===== config.mk =====
export PLATFORM = sky130hd
export DESIGN_NAME = sync_serial_port
export DESIGN_NICKNAME = d
export VERILOG_FILES = /design/src/rtl/ssp_pkg.sv /design/src/rtl/ssp_clkgen.sv /design/src/rtl/ssp_tx.sv /design/src/rtl/ssp_rx.sv /design/src/rtl/sync_serial_port.sv
export SDC_FILE = /design/constraint.sdc
export NUM_CORES = 1
export LEC_CHECK = 0
export BUFFER_PORTS_ARGS = -buffer_cell sky130_fd_sc_hd__buf_2
export CORE_MARGIN = 4
export CORE_UTILIZATION = 58
export CTS_CLUSTER_SIZE = 24
export DETAILED_ROUTE_END_ITERATION = 10
export HOLD_SLACK_MARGIN = 0.1
export PLACE_DENSITY = 0.82
export SLEW_MARGIN = 20
export SYNTH_ARGS = -nofsm -noshare
export SYNTH_HDL_FRONTEND = slang
export SYNTH_SLANG_ARGS = --single-unit

===== constraint.sdc =====
create_clock -name clk -period 5.1 [get_ports clk]
set_input_delay 1.275 -clock clk [delete_from_list [all_inputs] [get_ports clk]]
set_output_delay 1.275 -clock clk [all_outputs]
set_load 0.01 [all_outputs]

===== src/rtl/ssp_pkg.sv =====
package ssp_pkg;

    localparam int CHAR_W = 8;

    typedef enum logic {
        CLK_INT = 1'b0,
        CLK_EXT = 1'b1
    } clk_src_e;

    // single-cycle strobes marking serial clock transitions
    typedef struct packed {
        logic rise;
        logic fall;
    } sck_edge_t;

    function automatic int cnt_w(input int n);
        return (n <= 2) ? 1 : $clog2(n);
    endfunction

endpackage


===== src/rtl/ssp_clkgen.sv =====
module ssp_clkgen
    import ssp_pkg::*;
#(
    parameter int SYNC_STAGES = 2
) (
    input  logic      clk,
    input  logic      rst,
    input  clk_src_e  src,
    input  logic      baud_tick,
    input  logic      run,
    input  logic      sck_in,
    output sck_edge_t edges,
    output logic      sck_out,
    output logic      sck_oe
);

    logic [SYNC_STAGES:0] sync_q;
    logic                 sck_int;
    logic                 run_int;
    sck_edge_t            ext_e, int_e;

    assign run_int = run && (src == CLK_INT);

    always_ff @(posedge clk) begin
        if (rst) begin
            sync_q  <= '1;
            sck_int <= 1'b1;
        end else begin
            sync_q <= {sync_q[SYNC_STAGES-1:0], sck_in};
            if (!run_int)
                sck_int <= 1'b1;
            else if (baud_tick)
                sck_int <= ~sck_int;
        end
    end

    always_comb begin
        ext_e.rise = sync_q[SYNC_STAGES-1] & ~sync_q[SYNC_STAGES];
        ext_e.fall = ~sync_q[SYNC_STAGES-1] & sync_q[SYNC_STAGES];
        int_e.rise = run_int & baud_tick & ~sck_int;
        int_e.fall = run_int & baud_tick & sck_int;
        edges      = (src == CLK_EXT) ? ext_e : int_e;
    end

    assign sck_out = sck_int;
    assign sck_oe  = (src == CLK_INT);

endmodule


===== src/rtl/ssp_tx.sv =====
module ssp_tx
    import ssp_pkg::*;
#(
    parameter int DW = CHAR_W
) (
    input  logic          clk,
    input  logic          rst,
    input  logic          wr,
    input  logic [DW-1:0] din,
    input  sck_edge_t     edges,
    output logic          txd,
    output logic          empty,
    output logic          done,
    output logic          active
);

    localparam int BW = cnt_w(DW);
    localparam logic [BW-1:0] LAST = BW'(DW - 1);

    logic [DW-1:0] hold_q, shf_q;
    logic          hold_full;
    logic [BW-1:0] cnt_q;

    always_ff @(posedge clk) begin
        if (rst) begin
            hold_q    <= '0;
            hold_full <= 1'b0;
            shf_q     <= '0;
            cnt_q     <= '0;
            active    <= 1'b0;
            txd       <= 1'b1;
        end else begin
            if (wr && !hold_full) begin
                hold_q    <= din;
                hold_full <= 1'b1;
            end
            if (!active) begin
                if (hold_full) begin
                    shf_q     <= hold_q;
                    hold_full <= 1'b0;
                    active    <= 1'b1;
                    cnt_q     <= '0;
                end
            end else begin
                if (edges.fall) begin
                    txd   <= shf_q[0];
                    shf_q <= shf_q >> 1;
                end
                if (edges.rise) begin
                    if (cnt_q == LAST) begin
                        cnt_q <= '0;
                        if (hold_full) begin
                            shf_q     <= hold_q;
                            hold_full <= 1'b0;
                        end else begin
                            active <= 1'b0;
                            txd    <= 1'b1;
                        end
                    end else begin
                        cnt_q <= cnt_q + 1'b1;
                    end
                end
            end
        end
    end

    assign empty = !hold_full;
    assign done  = !hold_full && !active;

endmodule


===== src/rtl/ssp_rx.sv =====
module ssp_rx
    import ssp_pkg::*;
#(
    parameter int DW = CHAR_W
) (
    input  logic          clk,
    input  logic          rst,
    input  logic          en,
    input  logic          rxd,
    input  sck_edge_t     edges,
    input  logic          rd,
    input  logic          clr,
    output logic [DW-1:0] dout,
    output logic          full,
    output logic          ovr
);

    localparam int BW = cnt_w(DW);
    localparam logic [BW-1:0] LAST = BW'(DW - 1);

    logic [DW-1:0] shf_q, shf_nxt;
    logic [BW-1:0] cnt_q;

    assign shf_nxt = {rxd, shf_q[DW-1:1]};

    always_ff @(posedge clk) begin
        if (rst) begin
            shf_q <= '0;
            cnt_q <= '0;
            dout  <= '0;
            full  <= 1'b0;
            ovr   <= 1'b0;
        end else begin
            if (rd)  full <= 1'b0;
            if (clr) ovr  <= 1'b0;
            if (!en) begin
                cnt_q <= '0;
            end else if (edges.rise && !ovr) begin
                shf_q <= shf_nxt;
                if (cnt_q == LAST) begin
                    cnt_q <= '0;
                    if (full && !rd) begin
                        ovr <= 1'b1;
                    end else begin
                        dout <= shf_nxt;
                        full <= 1'b1;
                    end
                end else begin
                    cnt_q <= cnt_q + 1'b1;
                end
            end
        end
    end

endmodule


===== src/rtl/sync_serial_port.sv =====
module sync_serial_port
    import ssp_pkg::*;
#(
    parameter int DW          = CHAR_W,
    parameter int SYNC_STAGES = 2
) (
    input  logic          clk,
    input  logic          rst,
    input  logic          ext_clk_sel,
    input  logic          baud_tick,
    input  logic          sck_in,
    output logic          sck_out,
    output logic          sck_oe,
    output logic          txd,
    input  logic          rxd,
    input  logic          tx_wr,
    input  logic [DW-1:0] tx_data,
    output logic          tx_empty,
    output logic          tx_end,
    input  logic          rx_en,
    input  logic          rx_rd,
    output logic [DW-1:0] rx_data,
    output logic          rx_full,
    output logic          overrun,
    input  logic          err_clr
);

    sck_edge_t edges;
    logic      tx_busy;
    clk_src_e  src;

    assign src = clk_src_e'(ext_clk_sel);

    ssp_clkgen #(.SYNC_STAGES(SYNC_STAGES)) u_clk (
        .clk(clk), .rst(rst), .src(src), .baud_tick(baud_tick),
        .run(tx_busy), .sck_in(sck_in), .edges(edges),
        .sck_out(sck_out), .sck_oe(sck_oe)
    );

    ssp_tx #(.DW(DW)) u_tx (
        .clk(clk), .rst(rst), .wr(tx_wr), .din(tx_data), .edges(edges),
        .txd(txd), .empty(tx_empty), .done(tx_end), .active(tx_busy)
    );

    ssp_rx #(.DW(DW)) u_rx (
        .clk(clk), .rst(rst), .en(rx_en), .rxd(rxd), .edges(edges),
        .rd(rx_rd), .clr(err_clr), .dout(rx_data), .full(rx_full),
        .ovr(overrun)
    );

endmodule


==> out/summary.md, run 1 <==
The run finished with clean final reports. The deepest level of the CTS H-tree was 2; the hold buffer count at CTS was 0. 33 I/O pins were placed. Setup repair after global routing left no endpoint under its margin. The largest total area in the synthesized netlist belongs to dfxtp_1. Final period utilization: 56.2%.

The die covers 0.00431 mm². Power density over cell area: 284 mW/mm². After clock tree synthesis, the clock-pin slew on the worst setup and hold paths is 0.13 ns. Setup violations remaining at the end of the flow were counted as 0.

The area growth from synthesis to layout is 10.2%. The floorplan has 20 rows. At the worst endpoint, the arrival time is 1.59 ns. The tools report the sum of negative setup slack as 0 ns. The longest clock path from root to sink contains 2 buffers. The logs give 0 for the initial antenna violation count and 0.349 GHz for the highest clock rate. The tools report the final core utilization as 68.0%. The synthesized area per cell was 9.37 µm²; the count of inserted antenna diode cells was 0. The logs give 3610 µm for the wire length after detailed routing and 0.825 nW for the cell leakage power. The share of post-route cells with drive strength above 1 works out to 19.8%. In this run, CTS created clock tree buffers numbering 5. The end of the worst register-to-register path was u_tx.shf_q[4]. The floorplan step set the die height to 65.7 µm.

The run gives 46 as the sink count of the clock tree. Post-CTS timing repair inserted 0 buffers for setup. The remaining number of nets flagged by the antenna check after routing was 0; the die width was 65.7 µm.

For the latest clock arrival within the worst-skew pair, the log shows 0.37 ns. STA puts the critical path data required time at 3.83 ns. The average vias per placed instance was 5.59. After synthesis, the cell types taking the most area are dfxtp_1, a21oi_1, mux2i_1.

HPWL after detailed placement: 2540 µm. The max-capacitance violation count came out at 0. The cell count of the worst reg-to-reg path came out at 6.

The number of cells on the worst hold path works out to 1. In the final routed layout, each cell accounts on average for 13.1 µm. With fillers left out, the area of the finished cells amounts to 0.00213 mm². The overflow left after global routing is 0. The smallest clock period supported by the final layout is computed as 2.87 ns. Routability-driven placement finished with a final weighted congestion of 0.741. Number of input and output port buffers inserted: 32. For the gate count after technology mapping, the log shows 206. Yosys printed 0 warnings. Summing internal, switching and leakage power gives 603 µW.

The via count was 1543. The cell area that synthesis handed to floorplanning was 0.00193 mm². The register-to-register setup slack is 3.00 ns, and the number of flip-flops and latches in the synthesized netlist is 46. The clock skew after layout is 0.0162 ns, and the transition at the pin with the smallest max-transition slack is 0.761 ns. The endpoint of the worst hold path was u_clk.sync_q[1]. The setup path with the least slack is of type input pin to primary output. In this run the standard cell core region covers 0.00313 mm². After synthesis, the largest area contributor takes up 47.7% of total cell area. Entering global routing, the biggest net connects 47 pins. Post-CTS repair changed the size of 0 cells. The sequential-to-total area share from yosys stat is 47.7%. The element type at the critical path start was an input pin. In this run the worst path has a maximum fanout of 8.

The normalized max-slew margin was 49.3%. Once the floorplan was initialized, standard cells occupied 61.7% of the core. The launch point of the worst reg-to-reg path was u_tx.cnt_q[0]. The top cell types in the final layout, fill and taps aside, are dfxtp_1, buf_2, a21oi_1, nand2_1. For the via count of the first global-routing pass, the log shows 1409. The hold violation total from the final report came out at 0. Total DRC errors in the routed layout: 0.

The path class of the tightest hold or removal check is flip-flop to flip-flop. After the first detailed-routing iteration, the DRC count stood at 84. Global routing used 18.2% of the available tracks across all layers. The finished layout holds 276 standard cells, fillers aside. Commonest non-fill, non-tap cell in the layout: dfxtp_1.

The launch instance of the worst min-delay path was u_clk.sync_q[0]. The run gives 0 as the final-report max-slew violation count. The first detailed-routing pass took 4 iterations. After synthesis, the netlist uses 34 different library cells.

TritonCTS built the clock tree. The tools report the final net count as 253. The run gives 0.00207 mm² as the placement-stage cell area. The cell count after placement was 268. The root buffer cell chosen for the clock tree is clkbuf_4. Synthesis produced a netlist with a net count of 228. IR analysis of the VDD net gives a maximum drop of 0.203 mV. The first global-routing pass estimated 6160 µm of wire. STA classifies the critical path endpoint as a primary output.
[per-layer routing]
| layer | GRT usage [%] | share of wire [%] | vias to the layer above |
|---|---|---|---|
| met4 | 6.22 | 1.1 | 0 |
| met2 | 29.0 | 47 | 25 |
| li1 | - | - | 789 |
| met1 | 24.0 | 48 | 724 |
| met5 | 0 | 0 | - |
| met3 | 4.10 | 4.4 | 5 |
[synthesized netlist by cell type (all sizes together)]
cell,instances
xnor2,1
nand2,23
a21bo,2
ha,4
dfxtp,46
nand4b,2
a221o,7
and2,1
clkbuf,7
mux2i,10
nand2b,3
o21ai,8
a31o,1
a311oi,5
and3b,1
buf,7
nand3b,4
a21boi,1
or2,3
nor2b,2
nor2,15
o21bai,1
nand4bb,2
o22ai,1
clkinv,1
inv,1
nand4,1
nand3,15
nor3b,7
a21oi,24
[layout make-up]
type	instances	area [µm²]
clock buffers	5	37.5
inverters	2	7.51
clock inverters	3	23.8
fillers	260	1000
repair buffers	32	160
flip-flops and latches	46	921
multi-input cells	144	922
well taps	44	55.1
[worst max path at each step]
stage | startpoint | depth (start not counted) | end
4_1_cts | ext_clk_sel | 3 | sck_oe
3_5_place_dp | ext_clk_sel | 3 | sck_oe
2_1_floorplan | ext_clk_sel | 2 | sck_oe
3_3_place_gp | ext_clk_sel | 3 | sck_oe
5_1_grt | ext_clk_sel | 3 | sck_oe
6_report | ext_clk_sel | 3 | sck_oe
[stage by stage]
| stage | hold WS [ns] | worst slack [ns] |
|---|---|---|
| 2_1_floorplan | 0.389 | 2.36 |
| 3_3_place_gp | 0.393 | 2.24 |
| 3_5_place_dp | 0.411 | 2.24 |
| 4_1_cts | 0.443 | 2.23 |
| 5_1_grt | 0.468 | 2.19 |
| 6_report | 0.443 | 2.23 |
[sequential cells by signal, indices dropped and copies added (netlist names)]
name            count
u_clk.sck_out       1
u_clk.sync_q        3
u_rx.cnt_q          3
u_rx.dout           8
u_rx.full           1
u_rx.ovr            1
u_rx.shf_q          7
u_tx.active         1
u_tx.cnt_q          3
u_tx.hold_full      1
u_tx.hold_q         8
u_tx.shf_q          8
u_tx.txd            1
[cell families (layout without fill, tap and decap cells)]
family | Yosys count | after routing | share of synthesized area, %
flops | 46 | 46 | 47.7
mux | 10 | 10 | 5.19
fa+ha+maj | 4 | 4 | 2.59
buf+inv | 16 | 42 | 4.47
compound gates | 50 | 50 | 17.4
xor+xnor | 1 | 1 | 0.454
simple gates | 79 | 79 | 22.2
[report_power, final]
group	internal, mW	switching [mW]
Combinational	0.0209	0.0264
Clock	0.0553	0.123
Sequential	0.369	0.00800
Total	0.446	0.158
[worst max-delay path, stage by stage]
cell	delay, ns
buf_2	0.14
inv_1	0.04
buf_2	0.13
Note: power is estimated with default switching activity, not from simulation.
==> inputs of run 2 (changes only) <==
Settings changed: ABC_AREA set to 1, CORE_UTILIZATION 58 to 55, PLACE_DENSITY 0.82 to 0.78.
Clock period 5.1 ns to 2.7 ns, I/O delays scaled along.
==> run 2 against run 1 <==
  * Synthesized cell count rose by 37%
  * Register-to-register slack got worse by 2.0 ns
  * Cell count rose by 30%
  * Synthesized area rose by 4.7%
  * Flip-flop and latch count did not move
  * Clock skew down 0.013 ns
  * Worst hold slack worse by 0.014 ns
  * Largest power group unchanged
==> out/summary.md, run 2 <==
End of the worst register-to-register path: u_tx.shf_q[2]. The power density over cell area was 588 mW/mm² (+110%). The logs give 0 (unchanged) for the hold violation total from the final report and 1768 (+15%) for the via count.

The final period utilization is 73.5%. The transition at the pin with the smallest max-transition slack was 0.600 ns (-0.160 ns); the number of warnings printed during yosys synthesis was 0 (unchanged). The run gives 315 µW (+100%) as the switching power. The sequential-to-total area share from yosys stat was 45.6% (-2.2 points). The simple logic cell fraction of the synthesized area was 30.0% (+7.9 points); the number of standard-cell rows in the floorplan was 21 (+5.0%).

The root buffer cell chosen for the clock tree is clkbuf_8. The total DRC errors in the routed layout came out at 0 (unchanged). The number of cells on the worst hold path is 1 (unchanged), and the deepest level of the CTS H-tree is 2 (unchanged).

The number of input and output port buffers inserted came out at 32 (unchanged). The worst hold path terminates at u_clk.sync_q[1]. The sink count of the clock tree was 46 (unchanged). By area, the combinational part of the netlist is dominated by simple AND/OR/NAND/NOR gates.

The final net count was 333 (+32%). The logs give 0 (unchanged) for the final-report max-slew violation count and 18.1% (-0.085 points) for the combined global-route utilization of all metal layers. The kind of end point of the critical path is a primary output. The run gives 6380 µm (+3.5%) as the global-route wire length before repair. The run gives 0 ns (unchanged) as the sum of negative setup slack.

The logs give 0 (unchanged) for the number of buffers inserted to repair setup after CTS and 0.840 (+13%) for the global placer's final weighted congestion. The die width is 68.6 µm (+4.5%), and the data required time at the worst endpoint is 2.03 ns (-1.80 ns). The gate count after technology mapping was 282 (+37%); the cell count after placement was 350 (+31%). The switching power as a share of total power works out to 23.4% (-2.7 points).

Clock transition at the registers of the reported paths: 0.08 ns (-0.05 ns). The boundary pin count was 33 (unchanged); the HPWL after detailed placement was 2620 µm (+3.1%). The CTS buffer count came out at 5 (unchanged). The number of DRC markers in iteration 0 is 172 (+100%), and the arrival time of data at the critical path endpoint is 1.31 ns (-0.28 ns). The tools report the first-pass iteration count of the detailed router as 4 (unchanged). For the latest clock arrival within the worst-skew pair, the log shows 0.29 ns (-0.08 ns). For this run, the leading register cell type out of synthesis is dfxtp_1. In the post-synthesis netlist, the biggest area contributors are dfxtp_1, nor2_1, nand2_1.

The area share of the largest cell type after synthesis works out to 45.6% (-2.2 points). The tools report the cell leakage power as 1.05 nW (+27%). The average routed wire per standard cell was 10.4 µm (-21%); the remaining number of nets flagged by the antenna check after routing was 0 (unchanged). The share of post-route cells with drive strength above 1 was 16.0% (-3.8 points). The post-place setup slack came out at 0.719 ns (-1.52 ns). Library cell contributing the largest single delay on the critical path: nor2_1.

The number of nets produced by synthesis came out at 304 (+33%). Type of the worst setup path: flip-flop to primary output. The initial antenna violation count is 0 (unchanged), and the fraction of registers with async set or reset after synthesis is 0% (unchanged). The logs give 0.00344 mm² (+10%) for the placeable core area and 25 (-47%) for the pin count of the biggest net entering global routing.

Area of the die: 0.00471 mm² (+9.2%). The launch point of the worst reg-to-reg path is u_tx.active. For the distinct cell type count after synthesis, the log shows 21 (-38%). The buffer depth of the longest clock path was 2 (unchanged); the effective utilization at floorplan was 58.7% (-3.0 points).

Worst-path maximum fanout: 19 (+11). The top cell types in the final layout, fill and taps aside, are nor2_1, nand2_1, dfxtp_1, buf_2, inv_1. The hold buffer count at CTS came out at 0 (unchanged). The XOR/XNOR share of the synthesized area came out at 0% (-0.45 points). The synthesized area per cell is 7.17 µm² (-23%), and the number of flip-flops and latches in the synthesized netlist is 46 (unchanged).

The tools report the clock network fraction of total power as 36.5% (+6.9 points). Number of synthesized flops with an enable pin: 0 (unchanged). The maximum cell stage delay along the critical path was 0.32 ns (+0.18 ns). The logs give 0.97 ns (-2.03 ns) for the register-to-register setup slack and 10.0% (+2.2 points) for the combinational share of power. Commonest non-fill, non-tap cell in the layout: nor2_1.

For the maximum ir drop on the vdd rail, the log shows 0.402 mV (+99%). The commonest cells after synthesis are nor2_1, nand2_1, dfxtp_1. The complex-gate fraction of the synthesized area was 12.9% (-4.5 points); the sequential power share was 53.6% (-9.0 points). The run gives 3720 µm (+3.0%) as the wire length after detailed routing. For the number of setup violations in the final report, the log shows 0 (unchanged). The placement-stage cell area is 0.00218 mm² (+5.7%). Overflow left after global routing: 0 (unchanged). The element type at the critical path start was a flip-flop.

dfxtp_1 takes more of the synthesized area than any other cell. The adder-cell area share of the yosys netlist works out to 2.48% (-0.12 points). In the final layout, the registers with the most flip-flops are u_rx.dout (8), u_tx.hold_q (8), u_tx.shf_q (8). The clock skew after layout was 0.00299 ns (-0.0132 ns); the cell area after synthesis was 0.00202 mm² (+4.7%). The signal on the critical path passes through buf_4, nor2_1, buf_2.

The logs give 1476 (+4.8%) for the via count of the first global-routing pass and 325 (+25%) for the count of fill cells added during filler insertion. The chip height came out at 68.6 µm (+4.5%). The launch instance of the worst min-delay path is u_clk.sync_q[0].

The tools report the summed area of non-filler cells in the final layout as 0.00229 mm² (+7.6%). The share of cell area taken by muxes after synthesis came out at 0% (-5.2 points). Setup repair after global routing left no endpoint under its margin. The run finished with clean final reports. nor2_1 is the most common cell in the netlist.

The tools report the number of gates resized after cts as 0 (unchanged). The clock period could shrink to 1.99 ns. The internal cell power is 1.03 mW (+130%).

Average vias per placed instance: 4.94 (-12%). For the final worst-path setup slack, the log shows 0.714 ns (-1.52 ns). The normalized max-slew margin was 59.9% (+11 points). The count of non-filler cells in the finished layout was 358 (+30%).

Timing would allow up to 0.504 GHz. Cell count of the worst reg-to-reg path: 11 (+5). Class of the tightest hold or removal check: flip-flop to flip-flop.

TritonCTS built the clock tree. The max-capacitance violation count came out at 0 (unchanged). Compared with the post-synthesis result, the final layout area differs by 13.3%. The tools report the count of inserted antenna diode cells as 0 (unchanged).
-- run 2: cell types whose count changed in the layout (fill, tap and decap cells not counted), moves of 6 or more --
cell / before / now
o21ai_0: 0 / 19
mux2i_1: 10 / 0
nand3_1: 15 / 28
nor3b_1: 7 / 0
nand2_1: 23 / 48
a221o_1: 7 / 0
o21ai_1: 8 / 2
nor2_1: 15 / 51
inv_1: 1 / 31
-- run 2: cell type report --
cell class	count	area (µm²)	share of cell area (%)
clock buffers	7	76.3	3.33
clock inverters	1	30.0	1.31
inverters	32	120	5.25
multi-input cells	193	917	40.1
flip-flops and latches	46	921	40.2
well taps	46	57.6	2.51
repair buffers	33	168	7.32
-- run 2: power by group through the flow --
stage,sequential [mW],clock [mW],combinational (mW)
2_1_floorplan,0.733,0,0.100
3_3_place_gp,0.737,0,0.132
3_5_place_dp,0.737,0,0.133
4_1_cts,0.721,0.507,0.134
5_1_grt,0.725,0.539,0.154
6_report,0.721,0.491,0.134
-- run 2: how the worst max path moves through the flow --
stage	start	endpoint	slack, ns	cells after the start
2_1_floorplan	baud_tick	u_rx.dout[1]	1.08	9
3_3_place_gp	ext_clk_sel	u_tx.shf_q[0]	0.75	9
3_5_place_dp	ext_clk_sel	u_tx.shf_q[0]	0.72	9
4_1_cts	u_tx.active	tx_end	0.73	3
5_1_grt	u_tx.active	tx_end	0.63	3
6_report	u_tx.active	tx_end	0.71	3
-- run 2: metal layers --
layer | up-vias | GRT usage, % | part of all wire (%)
met4 | 0 | 8.19 | 1.8
li1 | 954 | - | -
met3 | 7 | 4.38 | 5.5
met1 | 771 | 24.1 | 50
met2 | 36 | 27.4 | 42
met5 | - | 0 | 0
-- run 2: kinds of logic (layout without fill, tap and decap cells) --
logic type               count (synthesis)  in the layout
flip-flops                              46             46
buffers and inverters                   43             73
AND/OR/NAND/NOR                        138            138
AO/OA/AOI/OAI                           51             51
adder cells (fa/ha/maj)                  4              4
-- run 2: stage by stage --
step | total power, mW | hold slack (ns) | utilization [%]
after global routing | 1.42 | 0.458 | 66.5
after detailed placement | 0.870 | 0.410 | 63.4
final | 1.35 | 0.428 | 66.5
after global placement | 0.869 | 0.408 | 63.4
after floorplan | 0.833 | 0.389 | -
after CTS | 1.36 | 0.433 | 66.5
-- run 2: worst max-delay path, delay by kind of cell, from the launching register on --
family | cells | cell delay, ns
buf+inv | 2 | 0.39
flops | 1 | 0.30
simple gates | 1 | 0.32
==> inputs of run 3 (changes only) <==
Settings changed: ABC_AREA 1 to 0, CORE_UTILIZATION 55 to 54, PLACE_DENSITY 0.78 to 0.77.
Clock period 2.7 ns to 1.83 ns, I/O delays scaled along.
==> run 3 against run 2 <==
  * Non-clock buffer count rose by 10
  * Power rose by 34%
  * Setup slack got worse by 0.65 ns
  * Via count fell by 11%
  * First-iteration DRC count fell by 14%
==> out/summary.md, run 3 (synthesized netlist as in run 1, its figures left out) <==
The run finished with clean final reports. The logs give 76.8% (+17 points) for the normalized max-slew margin and 67.1% (+0.63 points) for the final core utilization. The summed area of non-filler cells in the final layout was 0.00228 mm² (-0.60%). Buffer depth of the longest clock path: 2 (unchanged). The transition at the pin with the smallest max-transition slack was 0.347 ns (-0.253 ns). The number of setup violations in the final report is 0 (unchanged). The layout overhead on the synthesized area was 18.0%. Launch point of the worst reg-to-reg path: u_tx.cnt_q[1]. The logs give 1900 µm (+21%) for the total met2 wirelength after detailed routing and 5 (unchanged) for the CTS buffer count.

The highest clock rate came out at 0.566 GHz. The global-route wire length before repair was 6500 µm (+1.9%); the clock skew after layout was 0.00457 ns (+0.00157 ns). The startpoint identified for the worst hold timing path is sck_in. The first-pass iteration count of the detailed router was 4 (unchanged). The cell count of the worst reg-to-reg path works out to 6 (-5).

The total DRC errors in the routed layout is 0 (unchanged). In the finished design, the share of the clock period the worst path needs comes to 96.6%. The run gives 0 (unchanged) as the initial antenna violation count.

The run gives 0 (unchanged) as the count of inserted antenna diode cells. The highest layer used for signal routing is met4. For the final net count, the log shows 264 (-21%). The combined global-route utilization of all metal layers came out at 18.5% (+0.42 points).

The logs give 289 (-19%) for the count of non-filler cells in the finished layout and 0.35 ns (+0.06 ns) for the latest clock arrival within the worst-skew pair. The root buffer cell was clkbuf_4. Number of DRC markers in iteration 0: 148 (-14%).

The tools report the sink count of the clock tree as 46 (unchanged). The cell leakage power is 0.888 nW (-16%), and the clock transition at the registers of the reported paths is 0.13 ns (+0.05 ns). The critical path starts at u_tx.cnt_q[1]. The power density over cell area came out at 794 mW/mm² (+35%). The logs give 130 µm (-37%) for the total length of routed met3 wires and 0 (unchanged) for the overflow left after global routing. The logs give 0 (unchanged) for the max-capacitance violation count and 1513 (+2.5%) for the via count of the first global-routing pass.

The average vias per placed instance came out at 5.47 (+11%). In this run the critical register-to-register path is captured at u_tx.shf_q[6]. By startpoint and endpoint, the worst setup path is classified as flip-flop to flip-flop.

The largest registers in the layout are u_rx.dout (8), u_tx.hold_q (8), u_tx.shf_q (8). The run gives 0.00459 mm² (-2.4%) as the area of the die. Average routed wire per standard cell: 13.4 µm (+29%).

The final worst-path setup slack was 0.0618 ns (-0.652 ns). For the final-report max-slew violation count, the log shows 0 (unchanged). The remaining number of nets flagged by the antenna check after routing is 0 (unchanged), and the global placer's final weighted congestion is 0.813 (-3.1%). The logs give 0.00339 mm² (-1.5%) for the placeable core area and 3870 µm (+4.2%) for the wire length after detailed routing.

The run gives 0 ns (unchanged) as the sum of negative setup slack. The number of input and output port buffers inserted works out to 32 (unchanged). In this run the worst hold path is classified as input pin to flip-flop. For the maximum ir drop on the vdd rail, the log shows 0.397 mV (-1.2%). The number of standard-cell rows in the floorplan was 21 (unchanged). The chip height is 67.8 µm (-1.2%).

The pin count of the biggest net entering global routing was 21 (-16%); the worst-path maximum fanout was 7 (-12). The effective utilization at floorplan is 56.9% (-1.8 points), and the share of post-route cells with drive strength above 1 is 25.1% (+9.1 points). The via count was 1581 (-11%). The data required time at the worst endpoint is 2.08 ns (+0.05 ns). The tools report the boundary pin count as 33 (unchanged). The top cell types in the final layout, fill and taps aside, are dfxtp_1, buf_2, a21oi_1, nand2_1. The run gives 2 (unchanged) as the deepest level of the CTS H-tree. Routed metal-1 wire length: 1790 µm (-4.8%). The arrival time of data at the critical path endpoint is 2.02 ns (+0.71 ns), and the number of cells on the worst hold path is 2 (+1).

The path with the worst hold slack has its endpoint at u_clk.sync_q[0]. The tools report the cell count after placement as 280 (-20%). The worst setup path is launched from a flip-flop. The post-place setup slack was 0.0520 ns (-0.667 ns); the register-to-register setup slack was 0.06 ns (-0.91 ns).

The die width works out to 67.8 µm (-1.2%). TritonCTS built the clock tree. Minimum clock period: 1.77 ns. The worst setup path is captured at a flip-flop. The run gives 2800 µm (+6.7%) as the HPWL after detailed placement.

The run gives 0.00218 mm² (unchanged) as the placement-stage cell area. The commonest non-fill, non-tap cell in the layout was dfxtp_1. The hold violation total from the final report was 0 (unchanged).
[run 3: cell types whose count changed in the layout (fill, tap and decap cells not counted), sizes merged, moves of 3 or more]
| cell | delta |
|---|---|
| mux2i | +10 |
| o21ai | -13 |
| a221o | +7 |
| nand3b | +4 |
| nor2 | -37 |
| inv | -31 |
| a311oi | +5 |
| nand3 | -15 |
| nor3b | +7 |
| buf | +10 |
| nand2b | +3 |
| a21oi | -4 |
| nand2 | -28 |
[run 3: worst max path at each step]
| stage | to | cells past startpoint |
|---|---|---|
| 2_1_floorplan | u_tx.shf_q[0] | 8 |
| 3_3_place_gp | u_tx.shf_q[3] | 6 |
| 3_5_place_dp | u_tx.shf_q[2] | 6 |
| 4_1_cts | u_tx.shf_q[6] | 6 |
| 5_1_grt | u_tx.shf_q[6] | 6 |
| 6_report | u_tx.shf_q[6] | 6 |
[run 3: area by class of cell]
class | instances | area [µm²]
Multi-Input combinational cell | 144 | 948
Tap cell | 46 | 57.6
Inverter | 2 | 7.51
Timing Repair Buffer | 43 | 255
Sequential cell | 46 | 928
Clock inverter | 2 | 37.5
Clock buffer | 6 | 41.3
Fill cell | 281 | 1110
[run 3: metal layers]
metal | up-vias | track usage (%)
met1 | 740 | 21.4
met5 | - | 0
li1 | 810 | -
met4 | 0 | 6.95
met2 | 24 | 33.0
met3 | 7 | 3.99
[run 3: critical path: stages (launching register included)]
cell,delay (ns)
dfxtp_4,0.39
ha_4,0.13
ha_4,0.17
nand4b_1,0.16
a31o_1,0.27
and3b_2,0.25
a221o_1,0.30
[run 3: report_power, final]
group,total (mW),internal [mW],switching (mW)
Clock,0.602,0.288,0.314
Sequential,1.05,1.03,0.0214
Combinational,0.156,0.0721,0.0837
Total,1.81,1.39,0.419
[run 3: repair_timing]
item	CTS	global route
hold buffers	0	0
buffers inserted	0	1
endpoints found under the setup margin	0	7
gates resized for setup	0	3
endpoints found under the hold margin	0	0
[run 3: through the flow]
stage                     total power, mW  hold WS (ns)
after CTS                            1.82         0.273
after detailed placement             1.23         0.403
after global placement               1.23         0.399
final                                1.81         0.278
after floorplan                      1.18         0.389
after global routing                 1.89         0.267
